### config.mk
export PLATFORM = sky130hd
export DESIGN_NAME = rx_ring_engine
export DESIGN_NICKNAME = d
export VERILOG_FILES = /design/src/rtl/rxr_pkg.sv /design/src/rtl/rxr_desc_mem.sv /design/src/rtl/rxr_frame_ctl.sv /design/src/rtl/rxr_host_port.sv /design/src/rtl/rx_ring_engine.sv
export SDC_FILE = /design/constraint.sdc
export NUM_CORES = 1
export LEC_CHECK = 0
export ABC_CLOCK_PERIOD_IN_PS = 5500
export BUFFER_PORTS_ARGS = -buffer_cell sky130_fd_sc_hd__buf_2
export CAP_MARGIN = 20
export CELL_PAD_IN_SITES_DETAIL_PLACEMENT = 1
export CELL_PAD_IN_SITES_GLOBAL_PLACEMENT = 1
export CORE_MARGIN = 5
export CORE_UTILIZATION = 30
export CTS_CLUSTER_DIAMETER = 60
export DETAILED_ROUTE_END_ITERATION = 10
export GPL_TIMING_DRIVEN = 1
export HOLD_SLACK_MARGIN = 0.02
export PLACE_DENSITY = 0.54
export REMOVE_ABC_BUFFERS = 1
export SLEW_MARGIN = 5
export SYNTH_ARGS = -nofsm -noshare
export SYNTH_HDL_FRONTEND = slang
export SYNTH_SLANG_ARGS = --single-unit
### constraint.sdc
create_clock -name clk -period 5.5 [get_ports clk]
set_input_delay 0.275 -clock clk [delete_from_list [all_inputs] [get_ports clk]]
set_output_delay 0.275 -clock clk [all_outputs]
set_load 0.01 [all_outputs]
### src/rtl/rxr_pkg.sv
package rxr_pkg;
  localparam int BIT_EMPTY = 15;
  localparam int BIT_WRAP  = 13;
  localparam int BIT_LONG  = 5;
  localparam int BIT_RXERR = 0;
  localparam logic [31:0] KICK_VALUE = 32'h0100_0000;

  typedef logic [15:0] stat_t;
  typedef logic [15:0] len_t;

  // Status written back at frame close: ownership handed to host, error field rebuilt.
  function automatic stat_t close_status(stat_t s, logic rxerr, logic too_long);
    stat_t r;
    r = s;
    r[BIT_EMPTY] = 1'b0;
    r[5:0] = 6'b0;
    r[BIT_LONG] = too_long;
    r[BIT_RXERR] = rxerr;
    return r;
  endfunction

  function automatic len_t clip_len(len_t n, int unsigned cap);
    return (32'(n) > cap) ? cap[15:0] : n;
  endfunction

  function automatic len_t sat_inc(len_t n);
    return (n == 16'hFFFF) ? n : n + 16'd1;
  endfunction
endpackage

### src/rtl/rxr_desc_mem.sv
module rxr_desc_mem #(
  parameter int unsigned DEPTH = 4,
  parameter int unsigned IW    = 2
) (
  input  logic          clk,
  input  logic          rst_n,
  input  logic          hw_en,
  input  logic [IW-1:0] hw_idx,
  input  logic          hw_field,
  input  logic [31:0]   hw_data,
  input  logic          ew_en,
  input  logic [IW-1:0] ew_idx,
  input  logic [15:0]   ew_stat,
  input  logic [15:0]   ew_len,
  input  logic [IW-1:0] er_idx,
  output logic [15:0]   er_stat,
  output logic [31:0]   er_base,
  input  logic [IW-1:0] hr_idx,
  input  logic          hr_field,
  output logic [31:0]   hr_word
);
  import rxr_pkg::*;

  logic [15:0] stat_arr [DEPTH];
  logic [15:0] len_arr  [DEPTH];
  logic [31:0] base_arr [DEPTH];

  for (genvar g = 0; g < DEPTH; g++) begin : g_ent
    logic [15:0] s_q, l_q;
    logic [31:0] b_q;
    wire eng_hit  = ew_en && (ew_idx == IW'(g));
    wire host_w0  = hw_en && !hw_field && (hw_idx == IW'(g));
    wire host_w1  = hw_en &&  hw_field && (hw_idx == IW'(g));
    always_ff @(posedge clk or negedge rst_n) begin
      if (!rst_n) begin
        s_q <= '0;
        l_q <= '0;
        b_q <= '0;
      end else begin
        if (eng_hit) begin
          s_q <= ew_stat;
          l_q <= ew_len;
        end else if (host_w0) begin
          {s_q, l_q} <= hw_data;
        end
        if (host_w1) b_q <= hw_data;
      end
    end
    assign stat_arr[g] = s_q;
    assign len_arr[g]  = l_q;
    assign base_arr[g] = b_q;
  end

  assign er_stat = stat_arr[er_idx];
  assign er_base = base_arr[er_idx];
  assign hr_word = hr_field ? base_arr[hr_idx] : {stat_arr[hr_idx], len_arr[hr_idx]};

  // Checker state: the descriptor written back by the engine must be host-owned afterwards.
  logic          chk_en_q;
  logic [IW-1:0] chk_idx_q;
  always_ff @(posedge clk or negedge rst_n) begin
    if (!rst_n) begin
      chk_en_q  <= 1'b0;
      chk_idx_q <= '0;
    end else begin
      chk_en_q  <= ew_en;
      chk_idx_q <= ew_idx;
    end
  end

  p_handback_r4: assert property (@(posedge clk) disable iff (!rst_n)
    chk_en_q |-> !stat_arr[chk_idx_q][BIT_EMPTY]);
endmodule

### src/rtl/rxr_frame_ctl.sv
module rxr_frame_ctl #(
  parameter int unsigned DEPTH     = 4,
  parameter int unsigned IW        = 2,
  parameter int unsigned BUF_BYTES = 1520,
  parameter int unsigned MAX_FRAME = 1518
) (
  input  logic          clk,
  input  logic          rst_n,
  input  logic          rx_valid,
  input  logic [7:0]    rx_data,
  input  logic          rx_last,
  input  logic          rx_err,
  input  logic          arm_pulse,
  input  logic [15:0]   cur_stat,
  input  logic [31:0]   cur_base,
  output logic [IW-1:0] cur_idx,
  output logic          ew_en,
  output logic [15:0]   ew_stat,
  output logic [15:0]   ew_len,
  output logic          ev_drop,
  output logic          mem_we,
  output logic [31:0]   mem_addr,
  output logic [7:0]    mem_data
);
  import rxr_pkg::*;

  function automatic logic [IW-1:0] step_idx(logic [IW-1:0] i, logic wrap);
    return (wrap || i == IW'(DEPTH - 1)) ? '0 : i + 1'b1;
  endfunction

  logic        armed, in_frame, keep;
  logic [15:0] cnt;
  logic [31:0] base_q;

  // Named events for the assertions.
  logic        ev_first, ev_start_ok, ev_byte, ev_close, room;
  logic [15:0] off, cnt_next;
  logic [31:0] base_next;

  assign ev_first    = rx_valid && !in_frame;
  assign ev_start_ok = ev_first && armed && cur_stat[BIT_EMPTY];
  assign ev_drop     = ev_first && !ev_start_ok;
  assign ev_byte     = rx_valid && (in_frame ? keep : ev_start_ok);
  assign ev_close    = ev_byte && rx_last;
  assign off         = ev_first ? 16'd0 : cnt;
  assign room        = 32'(off) < BUF_BYTES;
  assign cnt_next    = sat_inc(off);
  assign base_next   = ev_first ? cur_base : base_q;

  assign ew_en   = ev_close;
  assign ew_len  = clip_len(cnt_next, BUF_BYTES);
  assign ew_stat = close_status(cur_stat, rx_err, 32'(cnt_next) > MAX_FRAME);

  always_ff @(posedge clk or negedge rst_n) begin
    if (!rst_n) begin
      armed    <= 1'b0;
      in_frame <= 1'b0;
      keep     <= 1'b0;
      cnt      <= '0;
      base_q   <= '0;
      cur_idx  <= '0;
      mem_we   <= 1'b0;
      mem_addr <= '0;
      mem_data <= '0;
    end else begin
      mem_we <= ev_byte && room;
      if (ev_byte && room) begin
        mem_addr <= base_next + 32'(off);
        mem_data <= rx_data;
      end
      if (rx_valid) begin
        in_frame <= !rx_last;
        cnt      <= cnt_next;
        if (ev_first) begin
          keep   <= ev_start_ok;
          base_q <= cur_base;
        end
      end
      if (ev_close) cur_idx <= step_idx(cur_idx, cur_stat[BIT_WRAP]);
      if (arm_pulse) armed <= 1'b1;
      else if (ev_first && armed && !cur_stat[BIT_EMPTY]) armed <= 1'b0;
    end
  end

  p_arm_on_doorbell_r2: assert property (@(posedge clk) disable iff (!rst_n)
    arm_pulse |=> armed);
  p_wrap_return_r5: assert property (@(posedge clk) disable iff (!rst_n)
    (ev_close && cur_stat[BIT_WRAP]) |=> (cur_idx == '0));
  p_drop_quiet_r6: assert property (@(posedge clk) disable iff (!rst_n)
    ev_drop |=> !mem_we);
  p_len_clip_r9: assert property (@(posedge clk) disable iff (!rst_n)
    ew_en |-> (32'(ew_len) <= BUF_BYTES));
endmodule

### src/rtl/rxr_host_port.sv
module rxr_host_port #(
  parameter int unsigned IW    = 2,
  parameter int unsigned OVF_W = 16,
  parameter int unsigned HA_W  = IW + 2
) (
  input  logic            clk,
  input  logic            rst_n,
  input  logic            host_we,
  input  logic            host_re,
  input  logic [HA_W-1:0] host_addr,
  input  logic [31:0]     host_wdata,
  output logic [31:0]     host_rdata,
  input  logic            ev_drop,
  input  logic [31:0]     hr_word,
  output logic            arm_pulse,
  output logic            hw_en,
  output logic [IW-1:0]   desc_idx,
  output logic            desc_field
);
  import rxr_pkg::*;

  logic             ctl_sel;
  logic [OVF_W-1:0] ovf;

  assign ctl_sel    = host_addr[HA_W-1];
  assign desc_idx   = host_addr[HA_W-2:1];
  assign desc_field = host_addr[0];
  assign hw_en      = host_we && !ctl_sel;
  assign arm_pulse  = host_we && ctl_sel && !host_addr[0] && (host_wdata == KICK_VALUE);

  always_ff @(posedge clk or negedge rst_n) begin
    if (!rst_n) begin
      ovf        <= '0;
      host_rdata <= '0;
    end else begin
      if (ev_drop && ovf != '1) ovf <= ovf + 1'b1;
      if (host_re) host_rdata <= ctl_sel ? (host_addr[0] ? 32'(ovf) : 32'd0) : hr_word;
    end
  end

  p_drop_counts_r7: assert property (@(posedge clk) disable iff (!rst_n)
    (ev_drop && ovf != '1) |=> (ovf == $past(ovf) + 1'b1));
  p_ovf_hold_r7: assert property (@(posedge clk) disable iff (!rst_n)
    !ev_drop |=> $stable(ovf));
endmodule

### src/rtl/rx_ring_engine.sv
module rx_ring_engine #(
  parameter int unsigned RING_DEPTH = 4,
  parameter int unsigned BUF_BYTES  = 1520,
  parameter int unsigned MAX_FRAME  = 1518,
  parameter int unsigned OVF_W      = 16
) (
  input  logic                          clk,
  input  logic                          rst_n,
  input  logic                          host_we,
  input  logic                          host_re,
  input  logic [$clog2(RING_DEPTH)+1:0] host_addr,
  input  logic [31:0]                   host_wdata,
  output logic [31:0]                   host_rdata,
  input  logic                          rx_valid,
  input  logic [7:0]                    rx_data,
  input  logic                          rx_last,
  input  logic                          rx_err,
  output logic                          mem_we,
  output logic [31:0]                   mem_addr,
  output logic [7:0]                    mem_data
);
  localparam int unsigned IW   = $clog2(RING_DEPTH);
  localparam int unsigned HA_W = IW + 2;

  logic          arm_pulse, hw_en, desc_field, ew_en, ev_drop;
  logic [IW-1:0] desc_idx, cur_idx;
  logic [31:0]   hr_word, cur_base;
  logic [15:0]   cur_stat, ew_stat, ew_len;

  rxr_host_port #(.IW(IW), .OVF_W(OVF_W), .HA_W(HA_W)) u_host (
    .clk(clk), .rst_n(rst_n), .host_we(host_we), .host_re(host_re),
    .host_addr(host_addr), .host_wdata(host_wdata), .host_rdata(host_rdata),
    .ev_drop(ev_drop), .hr_word(hr_word), .arm_pulse(arm_pulse),
    .hw_en(hw_en), .desc_idx(desc_idx), .desc_field(desc_field)
  );

  rxr_desc_mem #(.DEPTH(RING_DEPTH), .IW(IW)) u_mem (
    .clk(clk), .rst_n(rst_n),
    .hw_en(hw_en), .hw_idx(desc_idx), .hw_field(desc_field), .hw_data(host_wdata),
    .ew_en(ew_en), .ew_idx(cur_idx), .ew_stat(ew_stat), .ew_len(ew_len),
    .er_idx(cur_idx), .er_stat(cur_stat), .er_base(cur_base),
    .hr_idx(desc_idx), .hr_field(desc_field), .hr_word(hr_word)
  );

  rxr_frame_ctl #(.DEPTH(RING_DEPTH), .IW(IW), .BUF_BYTES(BUF_BYTES), .MAX_FRAME(MAX_FRAME)) u_ctl (
    .clk(clk), .rst_n(rst_n), .rx_valid(rx_valid), .rx_data(rx_data),
    .rx_last(rx_last), .rx_err(rx_err), .arm_pulse(arm_pulse),
    .cur_stat(cur_stat), .cur_base(cur_base), .cur_idx(cur_idx),
    .ew_en(ew_en), .ew_stat(ew_stat), .ew_len(ew_len), .ev_drop(ev_drop),
    .mem_we(mem_we), .mem_addr(mem_addr), .mem_data(mem_data)
  );
endmodule

==> flow_metrics.tcl <==
set metrics [dict create \
    rows 96 \
    use_met2_pct 31.8 \
    hold_ws_ns 0.0711 \
    met3_usage_pct 3.40 \
    cts_setup_buffers 0 \
    finalNetCount 2101 \
    synth_edf_count 0 \
    crit_chain "or2b_4, and2_1, ha_1, nand4_4, nor4_1, mux2_2, nor3_2, o2111ai_4, o21bai_4, o31a_1" \
    critPathCaptureType "flip-flop" \
    hold_class "input port to flip-flop" \
    p_leak_nw 10.9 \
    outcome "finished clean" \
    rsz0062_at_grt "no" \
    cp.required_ns 5.97 \
    cts_root_buffer "clkbuf_16" \
    pwr_density_cell_nw_per_um2 405 \
    area_growth_syn_to_layout_pct 17.1 \
    detail_route.wl_per_cell_um 24.4 \
    yosysMostFrequentCell "nand2_1" \
    min_period_ns 4.20 \
    synth.area.top_cells "dfrtp_1, mux4_2, mux2_2" \
    synth_top_area_share_pct 47.7 \
    finalHoldViolCount 0 \
    drtPass1Iterations 4 \
    fp.dieH_um 274 \
    cp_max_fo 32 \
    drt_iter0_drc 1050 \
    fill_cells 7590 \
    grt-ovfl-total 0 \
    holdBufCountCts 31 \
    instances_no_fill 3002 \
    max_slew.worst_pin.slew_ns 1.22 \
    skew_ns 0.0261 \
    fin_crit_sh_pct 76.4 \
    cts_resized 0 \
    clock-sinks 398 \
    max_cap_viol_count 0 \
    viasPerCell 5.26 \
    routed_wl_mm 73.1 \
    maxSlewViolCount 0 \
    ys.flop_type "dfrtp_1" \
    path_class "flip-flop to flip-flop" \
    vias 15786 \
    setup_tns_ns 0 \
    ir_drop_v 0.000247 \
    dieWidth_um 274 \
    drc 0 \
    fin_area_um2 24400 \
    yosys_warnings 0 \
    yosys.area.top_type "dfrtp_1" \
    antenna_found_initial 4 \
    crit_arrival_ns 4.67 \
    htree_levels 2 \
    ys_seq_area_share_pct 47.7 \
    multi_input_area_um2 10200 \
    setup-violations-final 0 \
    avgSynthCellArea_um2 10.8 \
    coreArea_um2 68800 \
    startpoint_type "flip-flop" \
    ioPinCount 124 \
    critical-path-slowest-cell "nor4_1" \
    io_buffer_count 123 \
    dp_hpwl_mm 48.7 \
    synth-seq-cells 398 \
    top_usage_layer "met2" \
    grt.total_usage_pct 19.4 \
    synthCells 1935 \
    drive_above_1_share_pct 26.6 \
    maxSlewHeadroom_pct 18.9 \
    max_stage_delay_ns 0.75 \
    grt_pass1_wl_mm 111 \
    insertion_delay_ns 0.61 \
    synthArstFlopShare_pct 100 \
    seqCellArea_um2 9960 \
    grt_max_degree 160 \
    dieArea_um2 75000 \
    grt.met1_usage_pct 26.7 \
    path_clk_slew_ns 0.06 \
    netlist_area_um2 20900 \
    ys_types 70 \
    start_util_pct 30.3 \
    antenna_left 0 \
    netlist_top_cells_count "nand2_1, dfrtp_1, mux2_2" \
    dpl_cell_area_um2 22400 \
    dp_cells 2875 \
    gp_congestion 0.792 \
    cts_max_path_buffers 3 \
    grt_pass1_vias 17120 \
    total_power_w 0.00990 \
    cts_buffers 50 \
    cts_tree "built" \
    fmax_mhz 238 \
]
path summary, 6_finish.rpt:
check	start	cells past startpoint	end	slack, ns
max reg2reg	u_ctl.in_frame	10	u_mem.g_ent[3].l_q[8]	1.30
max	u_ctl.in_frame	10	u_mem.g_ent[3].l_q[8]	1.30
max in group asynchronous	rst_n	3	u_mem.g_ent[3].s_q[5]	3.70
min reg2reg	u_ctl.mem_addr[4]	2	u_ctl.mem_addr[4]	0.46
min in group asynchronous	rst_n	2	u_ctl.base_q[5]	0.27
min	host_wdata[15]	3	u_mem.g_ent[0].l_q[15]	0.07
through the flow:
| step | utilization (%) | setup WS [ns] |
|---|---|---|
| floorplan | - | 0.584 |
| global placement | 32.6 | 1.17 |
| detailed placement | 32.6 | 1.00 |
| CTS | 35.5 | 1.28 |
| global route | 35.5 | 1.05 |
| finish | 35.5 | 1.30 |
layout by cell type, fill, tap and decap left out, drive strengths merged, types with 14 or more instances in the layout:
cell / n
a21oi: 89
mux2i: 45
nand2: 437
xnor2: 28
a31oi: 43
nor3: 15
o22ai: 36
mux2: 157
dlygate4sd3: 31
nand4: 14
xor2: 21
clkbuf: 78
nor2: 89
o21ai: 43
ha: 22
and3: 25
buf: 169
inv: 47
dfrtp: 398
mux4: 106
nand3: 40
and2: 15
a22oi: 16
critical path: cells and delay by family, from the launching register on:
family | cells | cell delay [ns]
AOI/OAI and AO/OA | 3 | 1.07
adders and majority gates | 1 | 0.26
muxes | 1 | 0.43
DFF | 1 | 0.48
and+or+nand+nor | 5 | 1.81
cells by family (layout without fill, tap and decap cells):
kind of cell / Yosys count / in the layout / synth area share, %
compound gates: 278 / 278 / 8.62
xor+xnor: 49 / 49 / 2.22
fa+ha+maj: 23 / 23 / 1.41
buf+inv: 202 / 335 / 3.89
flops: 398 / 398 / 47.7
mux: 308 / 308 / 22.1
other cells: 0 / 3 / 0
simple gates: 677 / 677 / 14.1
where the power goes:
part           switching [W]  leakage, nW  internal, W
Clock                0.00137        0.836      0.00205
Sequential          0.000451         5.05      0.00352
Combinational        0.00134         5.02      0.00117
metal layers:
layer,wire (um),up-vias,share of wire (%)
li1,-,7039,-
met1,33100,8310,45
met2,34500,321,47
met3,3460,114,4.7
met4,2040,2,2.8
met5,17,-,0.023
cell type report:
| type | instances | share of cell area [%] |
|---|---|---|
| multi-input cells | 1335 | 41.5 |
| flip-flops and latches | 398 | 40.7 |
| clock buffers | 78 | 6.21 |
| repair buffers | 200 | 5.30 |
| well taps | 931 | 4.76 |
| clock inverters | 15 | 0.783 |
| inverters | 42 | 0.645 |
| diodes | 3 | 0.0307 |
sequential cells by signal, indices dropped and copies added, names as in the netlist:
| register | flops |
|---|---|
| u_ctl.mem_addr | 32 |
| u_ctl.cnt | 16 |
| u_ctl.keep | 1 |
| u_host.ovf | 16 |
| u_ctl.in_frame | 1 |
| u_mem.g_ent.l_q | 64 |
| u_ctl.mem_data | 8 |
| u_mem.g_ent.s_q | 64 |
| u_host.host_rdata | 32 |
| u_mem.g_ent.b_q | 128 |
| u_ctl.cur_idx | 2 |
| u_ctl.armed | 1 |
| u_ctl.base_q | 32 |
| u_ctl.mem_we | 1 |
No activity file was read; power rests on OpenSTA's default activity.
